==> config.mk <==
export PLATFORM = sky130hd
export DESIGN_NAME = osmm_array
export DESIGN_NICKNAME = d
export VERILOG_FILES = /design/src/rtl/osmm_pkg.sv /design/src/rtl/mm_sequencer.sv /design/src/rtl/mm_edge_feeder.sv /design/src/rtl/mm_mac_cell.sv /design/src/rtl/osmm_array.sv
export SDC_FILE = /design/constraint.sdc
export NUM_CORES = 2
export LEC_CHECK = 0
export BUFFER_PORTS_ARGS = -buffer_cell sky130_fd_sc_hd__buf_2
export CORE_UTILIZATION = 30
export CTS_CLUSTER_DIAMETER = 100
export DETAILED_ROUTE_END_ITERATION = 12
export PLACE_DENSITY_LB_ADDON = 0.15
export SKIP_CTS_REPAIR_TIMING = 1
export SLEW_MARGIN = 0
export SYNTH_ARGS = -nofsm -noshare
export SYNTH_HDL_FRONTEND = slang
export SYNTH_SLANG_ARGS = --single-unit
==> constraint.sdc <==
create_clock -name clk -period 8.8 [get_ports clk]
set_input_delay 2.2 -clock clk [delete_from_list [all_inputs] [get_ports clk]]
set_output_delay 2.2 -clock clk [all_outputs]
set_load 0.05 [all_outputs]
==> src/rtl/osmm_pkg.sv <==
package osmm_pkg;
  localparam int DIM_DEF   = 3;
  localparam int OPW_DEF   = 8;
  localparam int ACCW_DEF  = 20;

  typedef enum logic [1:0] {
    SEQ_IDLE  = 2'd0,
    SEQ_COMP  = 2'd1,
    SEQ_DRAIN = 2'd2,
    SEQ_FIN   = 2'd3
  } seq_state_t;
endpackage

==> src/rtl/mm_sequencer.sv <==
module mm_sequencer #(
  parameter int N  = 3,
  parameter int CW = 4
) (
  input  logic          clk,
  input  logic          rst,
  input  logic          start,
  output logic          busy,
  output logic          capture,
  output logic          comp_en,
  output logic          clr_acc,
  output logic          shift_en,
  output logic [CW-1:0] step,
  output logic          valid_q,
  output logic          done_q
);
  import osmm_pkg::*;

  localparam int COMP_CYC  = 3 * N - 2;
  localparam int DRAIN_CYC = N * N;

  seq_state_t    state;
  logic [CW-1:0] cnt;

  always_ff @(posedge clk) begin
    if (rst) begin
      state   <= SEQ_IDLE;
      cnt     <= '0;
      valid_q <= 1'b0;
      done_q  <= 1'b0;
    end else begin
      valid_q <= (state == SEQ_DRAIN);
      done_q  <= 1'b0;
      case (state)
        SEQ_IDLE: begin
          if (start) begin
            state <= SEQ_COMP;
            cnt   <= '0;
          end
        end
        SEQ_COMP: begin
          if (cnt == CW'(COMP_CYC - 1)) begin
            state <= SEQ_DRAIN;
            cnt   <= '0;
          end else begin
            cnt <= cnt + 1'b1;
          end
        end
        SEQ_DRAIN: begin
          if (cnt == CW'(DRAIN_CYC - 1)) begin
            state <= SEQ_FIN;
            cnt   <= '0;
          end else begin
            cnt <= cnt + 1'b1;
          end
        end
        default: begin
          done_q <= 1'b1;
          state  <= SEQ_IDLE;
        end
      endcase
    end
  end

  always_comb begin
    busy     = (state != SEQ_IDLE);
    capture  = (state == SEQ_IDLE) && start;
    comp_en  = (state == SEQ_COMP);
    clr_acc  = comp_en && (cnt == '0);
    shift_en = (state == SEQ_DRAIN);
    step     = cnt;
  end
endmodule

==> src/rtl/mm_edge_feeder.sv <==
module mm_edge_feeder #(
  parameter int N  = 3,
  parameter int DW = 8,
  parameter int CW = 4
) (
  input  logic            clk,
  input  logic            rst,
  input  logic            capture,
  input  logic            comp_en,
  input  logic [CW-1:0]   step,
  input  logic [N*N*DW-1:0] a_mat,
  input  logic [N*N*DW-1:0] b_mat,
  output logic [N*DW-1:0] a_edge,
  output logic [N*DW-1:0] b_edge
);
  localparam int MW = N * N * DW;

  logic [MW-1:0] a_q;
  logic [MW-1:0] b_q;

  always_ff @(posedge clk) begin
    if (rst) begin
      a_q <= '0;
      b_q <= '0;
    end else if (capture) begin
      a_q <= a_mat;
      b_q <= b_mat;
    end
  end

  // Row r (or column r) is delayed by r steps; outside its window it feeds zero.
  for (genvar r = 0; r < N; r++) begin : g_lane
    logic [DW-1:0] a_lane;
    logic [DW-1:0] b_lane;
    int            k;

    always_comb begin
      k      = int'(step) - r;
      a_lane = '0;
      b_lane = '0;
      if (comp_en && k >= 0 && k < N) begin
        a_lane = a_q[(r * N + k) * DW +: DW];
        b_lane = b_q[(k * N + r) * DW +: DW];
      end
    end

    assign a_edge[r*DW +: DW] = a_lane;
    assign b_edge[r*DW +: DW] = b_lane;
  end
endmodule

==> src/rtl/mm_mac_cell.sv <==
module mm_mac_cell #(
  parameter int DW = 8,
  parameter int AW = 20
) (
  input  logic                 clk,
  input  logic                 rst,
  input  logic                 comp_en,
  input  logic                 clr_acc,
  input  logic                 shift_en,
  input  logic signed [DW-1:0] a_in,
  input  logic signed [DW-1:0] b_in,
  input  logic signed [AW-1:0] acc_in,
  output logic signed [DW-1:0] a_out,
  output logic signed [DW-1:0] b_out,
  output logic signed [AW-1:0] acc_out
);
  localparam int PW = 2 * DW;

  logic signed [PW-1:0] prod;
  logic signed [AW-1:0] prod_ext;
  logic signed [AW-1:0] base;

  always_comb begin
    prod     = a_in * b_in;
    prod_ext = {{(AW - PW){prod[PW-1]}}, prod};
    base     = clr_acc ? '0 : acc_out;
  end

  always_ff @(posedge clk) begin
    if (rst) begin
      a_out   <= '0;
      b_out   <= '0;
      acc_out <= '0;
    end else begin
      a_out <= a_in;
      b_out <= b_in;
      if (comp_en) begin
        acc_out <= base + prod_ext;
      end else if (shift_en) begin
        acc_out <= acc_in;
      end
    end
  end
endmodule

==> src/rtl/osmm_array.sv <==
module osmm_array #(
  parameter int N  = osmm_pkg::DIM_DEF,
  parameter int DW = osmm_pkg::OPW_DEF,
  parameter int AW = osmm_pkg::ACCW_DEF
) (
  input  logic                 clk,
  input  logic                 rst,
  input  logic                 start,
  input  logic [N*N*DW-1:0]    a_mat,
  input  logic [N*N*DW-1:0]    b_mat,
  output logic signed [AW-1:0] out_data,
  output logic                 out_valid,
  output logic                 done
);
  localparam int CNT_MAX = (3 * N - 2 > N * N) ? 3 * N - 2 : N * N;
  localparam int CW      = $clog2(CNT_MAX + 1);
  localparam int CELLS   = N * N;

  logic          busy;
  logic          capture;
  logic          comp_en;
  logic          clr_acc;
  logic          shift_en;
  logic [CW-1:0] step;

  logic [N*DW-1:0]         a_edge;
  logic [N*DW-1:0]         b_edge;
  logic [N*(N+1)*DW-1:0]   a_bus;
  logic [(N+1)*N*DW-1:0]   b_bus;
  logic [CELLS*AW-1:0]     acc_bus;
  logic [CELLS*AW-1:0]     acc_next;

  mm_sequencer #(.N(N), .CW(CW)) u_seq (
    .clk      (clk),
    .rst      (rst),
    .start    (start),
    .busy     (busy),
    .capture  (capture),
    .comp_en  (comp_en),
    .clr_acc  (clr_acc),
    .shift_en (shift_en),
    .step     (step),
    .valid_q  (out_valid),
    .done_q   (done)
  );

  mm_edge_feeder #(.N(N), .DW(DW), .CW(CW)) u_feed (
    .clk     (clk),
    .rst     (rst),
    .capture (capture),
    .comp_en (comp_en),
    .step    (step),
    .a_mat   (a_mat),
    .b_mat   (b_mat),
    .a_edge  (a_edge),
    .b_edge  (b_edge)
  );

  // Drain chain: each cell takes the accumulator of its row-major successor.
  assign acc_next = {AW'(0), acc_bus[CELLS*AW-1:AW]};

  for (genvar e = 0; e < N; e++) begin : g_edge
    assign a_bus[(e*(N+1))*DW +: DW] = a_edge[e*DW +: DW];
    assign b_bus[e*DW +: DW]         = b_edge[e*DW +: DW];
  end

  for (genvar i = 0; i < N; i++) begin : g_row
    for (genvar j = 0; j < N; j++) begin : g_col
      localparam int K = i * N + j;
      mm_mac_cell #(.DW(DW), .AW(AW)) u_cell (
        .clk      (clk),
        .rst      (rst),
        .comp_en  (comp_en),
        .clr_acc  (clr_acc),
        .shift_en (shift_en),
        .a_in     (a_bus[(i*(N+1)+j)*DW +: DW]),
        .b_in     (b_bus[(i*N+j)*DW +: DW]),
        .acc_in   (acc_next[K*AW +: AW]),
        .a_out    (a_bus[(i*(N+1)+j+1)*DW +: DW]),
        .b_out    (b_bus[((i+1)*N+j)*DW +: DW]),
        .acc_out  (acc_bus[K*AW +: AW])
      );
    end
  end

  always_ff @(posedge clk) begin
    if (rst) begin
      out_data <= '0;
    end else if (shift_en) begin
      out_data <= acc_bus[AW-1:0];
    end
  end
endmodule

==> metrics.csv <==
stage;metric;value;unit
run_status;status;finished clean;
synthesis;Mapped Avg Cell Area;9.31;µm²
timing;Worst slew margin;0.204;
worst_setup_path;reg2reg start;u_seq.step[1];
clock_tree;CTS tree;built;
worst_setup_path;Max FO, Critical Path;19;
final_layout;multi-input logic area;39500;µm²
synthesis;Synth Area in Simple Gates;0.151;
worst_setup_path;CP required;9.42;ns
synthesis;Synth cell types;82;
timing;endpoints failing setup;0;
worst_setup_path;CP delay by family, top;adder cells;
synthesis;sequential share of the synthesized area;0.171;
power_and_ir_drop;total chip power;11.0;mW
place;dpl hpwl;129;mm
detailed_routing;DRC Markers;0;
synthesis;top cell type's share of synthesized area;0.304;
detailed_routing;routed len/inst;19.7;µm
power_and_ir_drop;peak supply drop;0.000190;V
floorplan;Core Area;172000;µm²
synthesis;Post-Synth Adder-Cell Area;0.411;
worst_setup_path;FF-to-FF setup slack;0.43;ns
clock_tree;CTS clk-pin slew, worst paths;0.06;ns
hold_path;hold path depth;2;
worst_setup_path;Worst Setup End Kind;flop;
floorplan;Site Rows;152;
synthesis;Post-synth EDFFs;0;
floorplan;Die Wd;420;µm
power_and_ir_drop;power density cells;191;nW/µm²
timing;Slew @ Worst Pin;1.18;ns
synthesis;largest family of logic cells by synthesized area;adder cells;
final_layout;Area growth, synth to finish;10.2;%
timing;Final Worst Setup Slack;0.431;ns
synthesis;compound-gate portion of the synthesized area;0.0894;
clock_tree;CTS Sinks;448;
place;Buffers on Ports;168;
worst_setup_path;crit start category;flop;
synthesis;top cells by area, synth;fa_1 30%, dfxtp_1 17%, ha_1 11%;
clock_tree;clk buf depth;3;
synthesis;Mapped Nets;7019;
hold_path;Hold Path End;u_feed.a_q[46];
timing;Worst Clk Skew;0.0721;ns
clock_tree;H-tree levels;2;
timing;hold_ws;0.473;ns
final_layout;commonest non-fill, non-tap cell in the layout;inv_1;
worst_setup_path;Crit path buffers/inverters;4;
timing;Final Hold Viols;0;
synthesis;Cell Area, Synth;52400;µm²
global_route;vias in the first global route;41900;
worst_setup_path;Worst Path Arrival;8.98;ns
final_layout;Net count, final;7054;
power_and_ir_drop;Leak;26.4;nW
floorplan;Die ar.;176000;µm²
final_layout;most frequent cells in the layout;795 x inv_1, 794 x fa_1, 707 x nand2_1;
global_route;first-pass GRT wire length;249;mm
global_route;GRT Util Overall;0.184;
final_layout;final instance area;57700;µm²
synthesis;cell taking the most area after synthesis;fa_1;
worst_setup_path;CP Class;flop to flop;
worst_setup_path;Worst Reg-to-Reg Cells;28;
floorplan;Ports;169;
hold_path;Hold Crit Class;flop to flop;
clock_tree;worst skew pair latency;0.74;ns
worst_setup_path;Max stage delay on crit path;0.65;ns
timing;final period utilization;0.951;
detailed_routing;detailed-route via count;38400;
synthesis;top_reg_cell synth;dfxtp_1;
place;dpl cell area;55600;µm²
synthesis;Post-synth ARST share;0;
global_route;initial antenna violation count;8;
detailed_routing;Antenna Nets Post-Route;0;
synthesis;FF+latch count, synth;448;
synthesis;Syn. warnings;0;
place;GPL Wtd Cong;0.858;
final_layout;FF/Latch Area;8970;µm²
timing;Max Clock Freq;0.119;GHz
hold_path;hold path start;u_feed.a_q[46];
worst_setup_path;worst r2r dst;g_row[0].g_col[2].u_cell.acc_out[14];
place;DP Worst Slack;0.280;ns
final_layout;share of layout cells above drive strength 1;0.0816;
global_route;largest net degree at the start of global routing;172;
final_layout;fillers;18100;
clock_tree;TritonCTS Buffers;58;
synthesis;cells after synthesis;5628;
clock_tree;Root Driver;clkbuf_16;
global_route;gr ovfl total;0;
flow_run;# Max-Cap Violations;0;
detailed_routing;mean number of vias per cell;4.78;
floorplan;die height;420;µm
detailed_routing;1st-iter DRT viols;1620;
timing;Final min period;8.37;ns
floorplan;Initial Utilization;0.304;
timing;fin. max-slew vios;0;
synthesis;XOR/XNOR Fraction of Synth Area;0.0342;
detailed_routing;DRT Wirelength;158;mm
worst_setup_path;most used cell along the critical path;fa_1;
worst_setup_path;crit path max-delay cell type;or3_2;
detailed_routing;DRT Pass-1 Iters;5;
synthesis;post-synthesis mux area share;0.0662;
[power by group]
group	switching [mW]	leakage, nW	internal, mW
logic	3.31	21.7	2.02
clock network	1.10	1.02	1.53
registers	0.557	3.66	2.50
[metrics by stage]
| step | setup TNS, ns | instances | util |
|---|---|---|---|
| finish | 0 | 8025 | 0.335 |
| global route | -0.0101 | 8021 | 0.335 |
| CTS | 0 | 8021 | 0.334 |
| detailed placement | 0 | 7913 | 0.322 |
| global placement | 0 | 7913 | 0.322 |
| floorplan | 0 | 5628 | - |
[worst max-delay path by stage]
stage	cells after the start	slack, ns	startpoint	to
2_1_floorplan	30	0.35	u_seq.step[2]	g_row[0].g_col[1].u_cell.acc_out[16]
3_3_place_gp	27	0.41	u_seq.step[1]	g_row[0].g_col[2].u_cell.acc_out[18]
3_5_place_dp	27	0.28	u_seq.step[1]	g_row[0].g_col[2].u_cell.acc_out[18]
4_1_cts	27	0.22	u_seq.step[1]	g_row[0].g_col[2].u_cell.acc_out[14]
5_1_grt	29	-0.01	u_seq.step[1]	g_row[0].g_col[2].u_cell.acc_out[15]
6_report	28	0.43	u_seq.step[1]	g_row[0].g_col[2].u_cell.acc_out[14]
[logic make-up after synthesis]
group / count (synthesis)
and+or+nand+nor: 1695
buffers and inverters: 1044
AOI/OAI and AO/OA: 736
muxes: 264
xor gates and xnor gates: 197
DFF: 448
adders and majority gates: 1244
[flip-flops by register name, summed over array words and instances (netlist names)]
name	count
out_data	20
g_row.g_col.u_cell.acc_out	180
u_seq.step	4
u_seq.state	2
u_feed.a_q	72
u_seq.valid_q	1
u_feed.b_q	72
u_seq.done_q	1
g_row.g_col.u_cell.a_out	48
g_row.g_col.u_cell.b_out	48
[Yosys cell counts (46+ instances only)]
master	count
a211oi_1	165
a21o_1	51
a21oi_1	244
and2_1	285
and3_1	67
clkbuf_1	185
dfxtp_1	448
fa_1	794
ha_1	450
inv_1	796
mux2i_1	189
mux4_2	64
nand2_1	708
nand2b_1	60
nor2_1	368
nor2b_1	57
o21ai_0	122
xnor2_1	145
xor2_1	46
[metal layers]
layer | share of wire | vias to the layer above | track usage
li1 | - | 18100 | -
met1 | 0.45 | 19500 | 0.237
met2 | 0.50 | 567 | 0.327
met3 | 0.025 | 168 | 0.0156
met4 | 0.025 | 0 | 0.0463
met5 | 0 | - | 0
[final cells by class]
class                           count  share of cell area
Clock buffer                       76              0.0291
Clock inverter                     32             0.00709
Sequential cell                   448               0.155
Antenna cell                        4            0.000173
Multi-Input combinational cell   4136               0.684
Tap cell                         2310              0.0501
Timing Repair Buffer              222              0.0226
Inverter                          797              0.0518
[worst min-delay path: cells and delay by family, from the launching register on]
family | cells | cell delay, ns
flops | 1 | 0.32
simple gates | 1 | 0.05
compound gates | 1 | 0.05
Power figures use the tool's default switching activity.
